File: src/rtl/modclr_pkg.sv
package modclr_pkg;

  // Fewest bits able to hold x distinct states.
  function automatic int cnt_width(int x);
    int w;
    w = 1;
    for (int i = 1; i < 31; i++) begin
      if ((1 << w) < x) w = w + 1;
    end
    return w;
  endfunction

  function automatic bit is_pow2(int x);
    return (x & (x - 1)) == 0;
  endfunction

  // True when every bit selected by mask is set in value.
  function automatic logic mask_hit(logic [31:0] value, logic [31:0] mask);
    return (value & mask) == mask;
  endfunction

endpackage

File: src/rtl/modclr_stage.sv
module modclr_stage (
  input  logic clk_i,
  input  logic rst_ni,
  input  logic tgl_i,
  input  logic clr_i,
  output logic q_o
);

  always_ff @(posedge clk_i or negedge rst_ni) begin
    if (!rst_ni)    q_o <= 1'b0;
    else if (clr_i) q_o <= 1'b0;
    else if (tgl_i) q_o <= ~q_o;
  end

endmodule

File: src/rtl/modclr_recycle.sv
module modclr_recycle #(
  parameter int MODULUS = 60,
  parameter int WIDTH   = modclr_pkg::cnt_width(MODULUS)
) (
  input  logic [WIDTH-1:0] nxt_i,
  input  logic             step_i,
  output logic             clr_o,
  output logic             tc_o
);
  import modclr_pkg::*;

  localparam logic [31:0] MASK = 32'(MODULUS);

  generate
    if (is_pow2(MODULUS)) begin : g_natural
      // Overflow returns to zero by itself; last step is when next is zero.
      assign clr_o = 1'b0;
      assign tc_o  = step_i && (nxt_i == '0);
    end else begin : g_decode
      // Partial decode of the ones of MODULUS in the would-be next value.
      assign clr_o = step_i && mask_hit(32'(nxt_i), MASK);
      assign tc_o  = clr_o;
    end
  endgenerate

endmodule

File: src/rtl/modclr_counter.sv
module modclr_counter #(
  parameter int MODULUS = 60,
  localparam int WIDTH  = modclr_pkg::cnt_width(MODULUS)
) (
  input  logic             clk_i,
  input  logic             rst_ni,
  input  logic             en_i,
  output logic [WIDTH-1:0] count_o,
  output logic             tc_o,
  output logic             div_o
);

  logic [WIDTH-1:0] q;
  logic [WIDTH-1:0] chain;   // per-stage toggle enable
  logic [WIDTH-1:0] nxt;     // value the stages would take without recycle
  logic             wrap_clr;

  assign chain[0] = en_i;

  generate
    for (genvar i = 0; i < WIDTH; i++) begin : g_stage
      modclr_stage u_stage (
        .clk_i (clk_i),
        .rst_ni(rst_ni),
        .tgl_i (chain[i]),
        .clr_i (wrap_clr),
        .q_o   (q[i])
      );
      assign nxt[i] = q[i] ^ chain[i];
      if (i < WIDTH - 1) begin : g_link
        assign chain[i+1] = chain[i] & q[i];
      end
    end
  endgenerate

  modclr_recycle #(
    .MODULUS(MODULUS),
    .WIDTH  (WIDTH)
  ) u_recycle (
    .nxt_i (nxt),
    .step_i(en_i),
    .clr_o (wrap_clr),
    .tc_o  (tc_o)
  );

  assign count_o = q;
  assign div_o   = q[WIDTH-1];

endmodule

File: config.mk
export PLATFORM = sky130hd
export DESIGN_NAME = modclr_counter
export DESIGN_NICKNAME = d
export VERILOG_FILES = /design/src/rtl/modclr_pkg.sv /design/src/rtl/modclr_stage.sv /design/src/rtl/modclr_recycle.sv /design/src/rtl/modclr_counter.sv
export SDC_FILE = /design/constraint.sdc
export NUM_CORES = 1
export LEC_CHECK = 0
export ABC_AREA = 1
export BUFFER_PORTS_ARGS = -buffer_cell sky130_fd_sc_hd__buf_2
export CORE_AREA = 2 2 39 41
export CTS_BUF_LIST = sky130_fd_sc_hd__clkbuf_2 sky130_fd_sc_hd__clkbuf_4 sky130_fd_sc_hd__clkbuf_8
export DETAILED_ROUTE_END_ITERATION = 12
export DIE_AREA = 0 0 41 43
export GPL_TIMING_DRIVEN = 0
export SLEW_MARGIN = 20
export SYNTH_ARGS = -nofsm -noshare
export SYNTH_HDL_FRONTEND = slang
export SYNTH_HIERARCHICAL = 1
export SYNTH_SLANG_ARGS = --single-unit
File: constraint.sdc
create_clock -name clk_i -period 3.3 [get_ports clk_i]
set_clock_uncertainty 0.05 [all_clocks]
set_input_delay 0.66 -clock clk_i [delete_from_list [all_inputs] [get_ports clk_i]]
set_output_delay 0.66 -clock clk_i [all_outputs]
set_load 0.02 [all_outputs]
==> summary.md <==
| Metric | Value |
|---|---|
| Result of the run | `finished clean` |
| Die boundary width | `41 um` |
| Max FFs per register | `6` |
| Share of synthesized area occupied by flip-flops and latches | `0.4040` |
| Sw Ratio | `0.4560` |
| Synthesized area per cell | `between 7 and 8 um^2` |
| Int Pwr | `240.6 uW` |
| Number of H-tree levels | `1` |
| Yosys reg bits | `6` |
| Quantity of I/O buffers inserted on ports | `10` |
| Synthesis warning total | `6` |
| Commonest cells after routing, fill and taps aside | `sky130_fd_sc_hd__nand2_1, sky130_fd_sc_hd__nor2_1, sky130_fd_sc_hd__buf_2` |
| Count of placed standard cells including taps | `77` |
| RSZ-0062 raised after global routing | `no` |
| Fin crit period | `3188 ps` |
| Endpoint of the worst-slack reg-to-reg timing path | `g_stage[1].u_stage/q_o$_DFFE_PN0P_` |
| Post-route fraction of the period consumed by the critical path | `0.9661` |
| Initial core utilization | `0.2685` |
| I/O pin count | `11` |
| Origin of the worst setup path | `en_i` |
| Worst slack at placement | `-328.8 ps` |
| Count of fill cells added during filler insertion | `148` |
| Clock Power Share | `0.155` |
| Register containing the most flip-flops in the final layout | `g_stage.u_stage/q_o` |
| Number of buffers created by CTS | `3` |
| Length of the first detailed-routing pass in iterations | `4` |
| CTS root buffer | `sky130_fd_sc_hd__clkbuf_4` |
| Setup crit end kind | `output port` |
| Most common cell after layout, fill and taps aside | `sky130_fd_sc_hd__nand2_1` |
| Category of the most critical setup path | `in2out` |
| Number of buffers inserted for hold repair after clock tree synthesis | `0` |
| Sequential cell area in the final layout | `150.1 um^2` |
| Layout Cell Area excl Fill | `489.2 um^2` |
| Power Total | `442.2 uW` |
| DRC violation total after the first TritonRoute iteration | `8` |
| Routed WL | `660 um` |
| Number of antenna violations at the first check in global routing | `0` |
| Core area | `1384 um^2` |
| Slew at the pin closest to its max-slew limit | `between 150 and 200 ps` |
| Final setup vio count | `0` |
| Layout cell share with drive strength beyond 1 | `0.3231` |
| Worst Path Required | `2590 ps` |
| First-pass GRT wire length | `1138 um` |
| Signal arrival time at the worst endpoint | `2480 ps` |
| Clock Latency Late Sink | `240 ps` |
| Register-to-register setup slack | `1010 ps` |
| Netlist area before placement | `371.6 um^2` |
| Peak clock frequency supported by timing | `313.7 MHz` |
| Share of power burned in combinational logic | `0.510` |
| Net count after synthesis | `59` |
| Number of routed nets with antenna violations | `0` |
| Number of non-filler instances in the completed layout | `81` |
| Placed standard-cell area | `441.7 um^2` |
| R2r startpoint | `g_stage[0].u_stage/q_o$_DFFE_PN0P_` |
| Standard-cell rows | `14` |
| Leading registers by flop count | `g_stage.u_stage/q_o: 6 flops` |
| Cell types with the largest area share after synthesis | `sky130_fd_sc_hd__dfrtp_1, sky130_fd_sc_hd__ha_1, sky130_fd_sc_hd__nand2_1, sky130_fd_sc_hd__nor2_1, sky130_fd_sc_hd__inv_1` |
| Share of the synthesized area in the top cell type | `0.4040` |
| Total number of nets in the final design | `75` |
| Area added between synthesis and finish | `31.65%` |
| Global route overflow | `0` |
| Maximum root-to-sink buffer count | `2` |
| Overall Global Routing Usage | `0.09788` |
| Number of hold violations in the final report | `0` |
| Dpl hpwl | `501.7 um` |
| Area occupied by multi-input gates | `193.9 um^2` |
| Slew HR | `0.8920` |
| VDD IR max | `between 0.3 and 0.4 mV` |
| Dominant cell type by area after synthesis | `sky130_fd_sc_hd__dfrtp_1` |
| P per Cell Area | `903.9 nW/um^2` |
| Critical path endpoint | `tc_o` |
| Reg2Reg Depth | `14` |
| Startpoint Class | `input port` |
| Final Worst Setup Slack | `111.9 ps` |
| Leak | `between 0.2 and 0.3 nW` |
| Clock transition time at the flip-flop clock pins of the worst setup and hold paths | `50 ps` |
| Pin count of the biggest net entering global routing | `7` |
| Mean number of vias per cell | `3.975` |
| Number of library cell types mapped by synthesis | `7` |
| TritonCTS clock tree | `built` |
| Max Fanout on Critical Path | `4` |
| Hold WC Path Type | `in2async` |
| # DRC | `0` |
| Die H | `43 um` |
| Net switching component of the power | `201.6 uW` |
| Number of instances in the synthesized netlist | `51` |
| Max-cap violations | `0` |
| Sequential share of power | `0.335` |
| Sinks on the clock net | `6` |
| Die outline area | `1763 um^2` |
| DR WL/cell | `8.148 um` |
| Via count of the first global-routing pass | `295` |
| Via total after detailed routing | `approximately 320` |
| Max-slew violation total from the final report | `0` |
| Placer Congestion | `0.7019` |
| Number of diodes | `0` |
[metrics by stage]
step	util	TNS, ps	hold slack [ps]
CTS	0.3499	0	181.8
detailed placement	0.3192	-328.8	442.4
finish	0.3535	0	183.1
global route	0.3535	0	187.9
global placement	0.3192	-305.7	446.3
floorplan	-	0	314.4
[routing by layer]
metal  vias up  share of wire  wire (um)  GRT usage
met5         -              0          0          0
met3         0          0.048         32    0.04712
li1        178              -          -          -
met2         4           0.51        335     0.1438
met1       140           0.44        292     0.1176
met4         0              0          0    0.04000
[cells in the mapped netlist]
cell	count
sky130_fd_sc_hd__inv_1	8
sky130_fd_sc_hd__nand2_1	16
sky130_fd_sc_hd__nor2_1	13
sky130_fd_sc_hd__dfrtp_1	6
sky130_fd_sc_hd__ha_1	5
sky130_fd_sc_hd__nand3_1	1
sky130_fd_sc_hd__buf_4	2
[cell type report]
cell class	instances	area share
buffer	2	0.03069
tap	16	0.04092
inverter	8	0.06138
sequential	6	0.3069
clock buffer	3	0.04604
multi-input combinational	35	0.3964
timing repair buffer	11	0.1176
[how the worst min path moves through the flow]
stage,slack [ps],endpoint,depth (start not counted),startpoint
4_1_cts,180,g_stage[0].u_stage/q_o$_DFFE_PN0P_,1,rst_ni
5_1_grt,190,g_stage[3].u_stage/q_o$_DFFE_PN0P_,1,rst_ni
3_3_place_gp,450,g_stage[5].u_stage/q_o$_DFFE_PN0P_,1,rst_ni
3_5_place_dp,440,g_stage[5].u_stage/q_o$_DFFE_PN0P_,1,rst_ni
2_1_floorplan,310,g_stage[0].u_stage/q_o$_DFFE_PN0P_,0,rst_ni
6_report,180,g_stage[0].u_stage/q_o$_DFFE_PN0P_,1,rst_ni
[critical path, stage by stage]
cell	delay [ps]
sky130_fd_sc_hd__buf_2	120
sky130_fd_sc_hd__ha_2	200
sky130_fd_sc_hd__ha_2	200
sky130_fd_sc_hd__ha_1	230
sky130_fd_sc_hd__ha_2	210
sky130_fd_sc_hd__ha_2	200
sky130_fd_sc_hd__inv_1	60
sky130_fd_sc_hd__nand2_1	40
sky130_fd_sc_hd__nand2_1	50
sky130_fd_sc_hd__nand3_1	120
sky130_fd_sc_hd__nor2_4	140
sky130_fd_sc_hd__buf_4	100
sky130_fd_sc_hd__buf_2	140
[repair_timing]
action,CTS,global route
setup buffers,1,0
gates cloned,0,0
pin swaps,1,0
setup endpoints to repair,1,1
gates resized for setup,4,2
[logic make-up (layout without fill, tap and decap cells)]
group                    after synthesis  in the layout  synth area share
AND/OR/NAND/NOR                       30             30            0.3064
adder cells (fa/ha/maj)                5              5            0.1684
flip-flops                             6              6            0.4040
buffers and inverters                 10             24            0.1212
[power by group through the flow]
stage          clock network [mW]  registers (mW)  logic (mW)
6_report                   0.0684           0.148       0.226
5_1_grt                    0.0764           0.155       0.253
4_1_cts                    0.0709           0.149       0.227
3_5_place_dp                    0           0.150       0.213
3_3_place_gp                    0           0.147       0.209
2_1_floorplan                   0           0.190       0.108
Power figures use the tool's default switching activity.
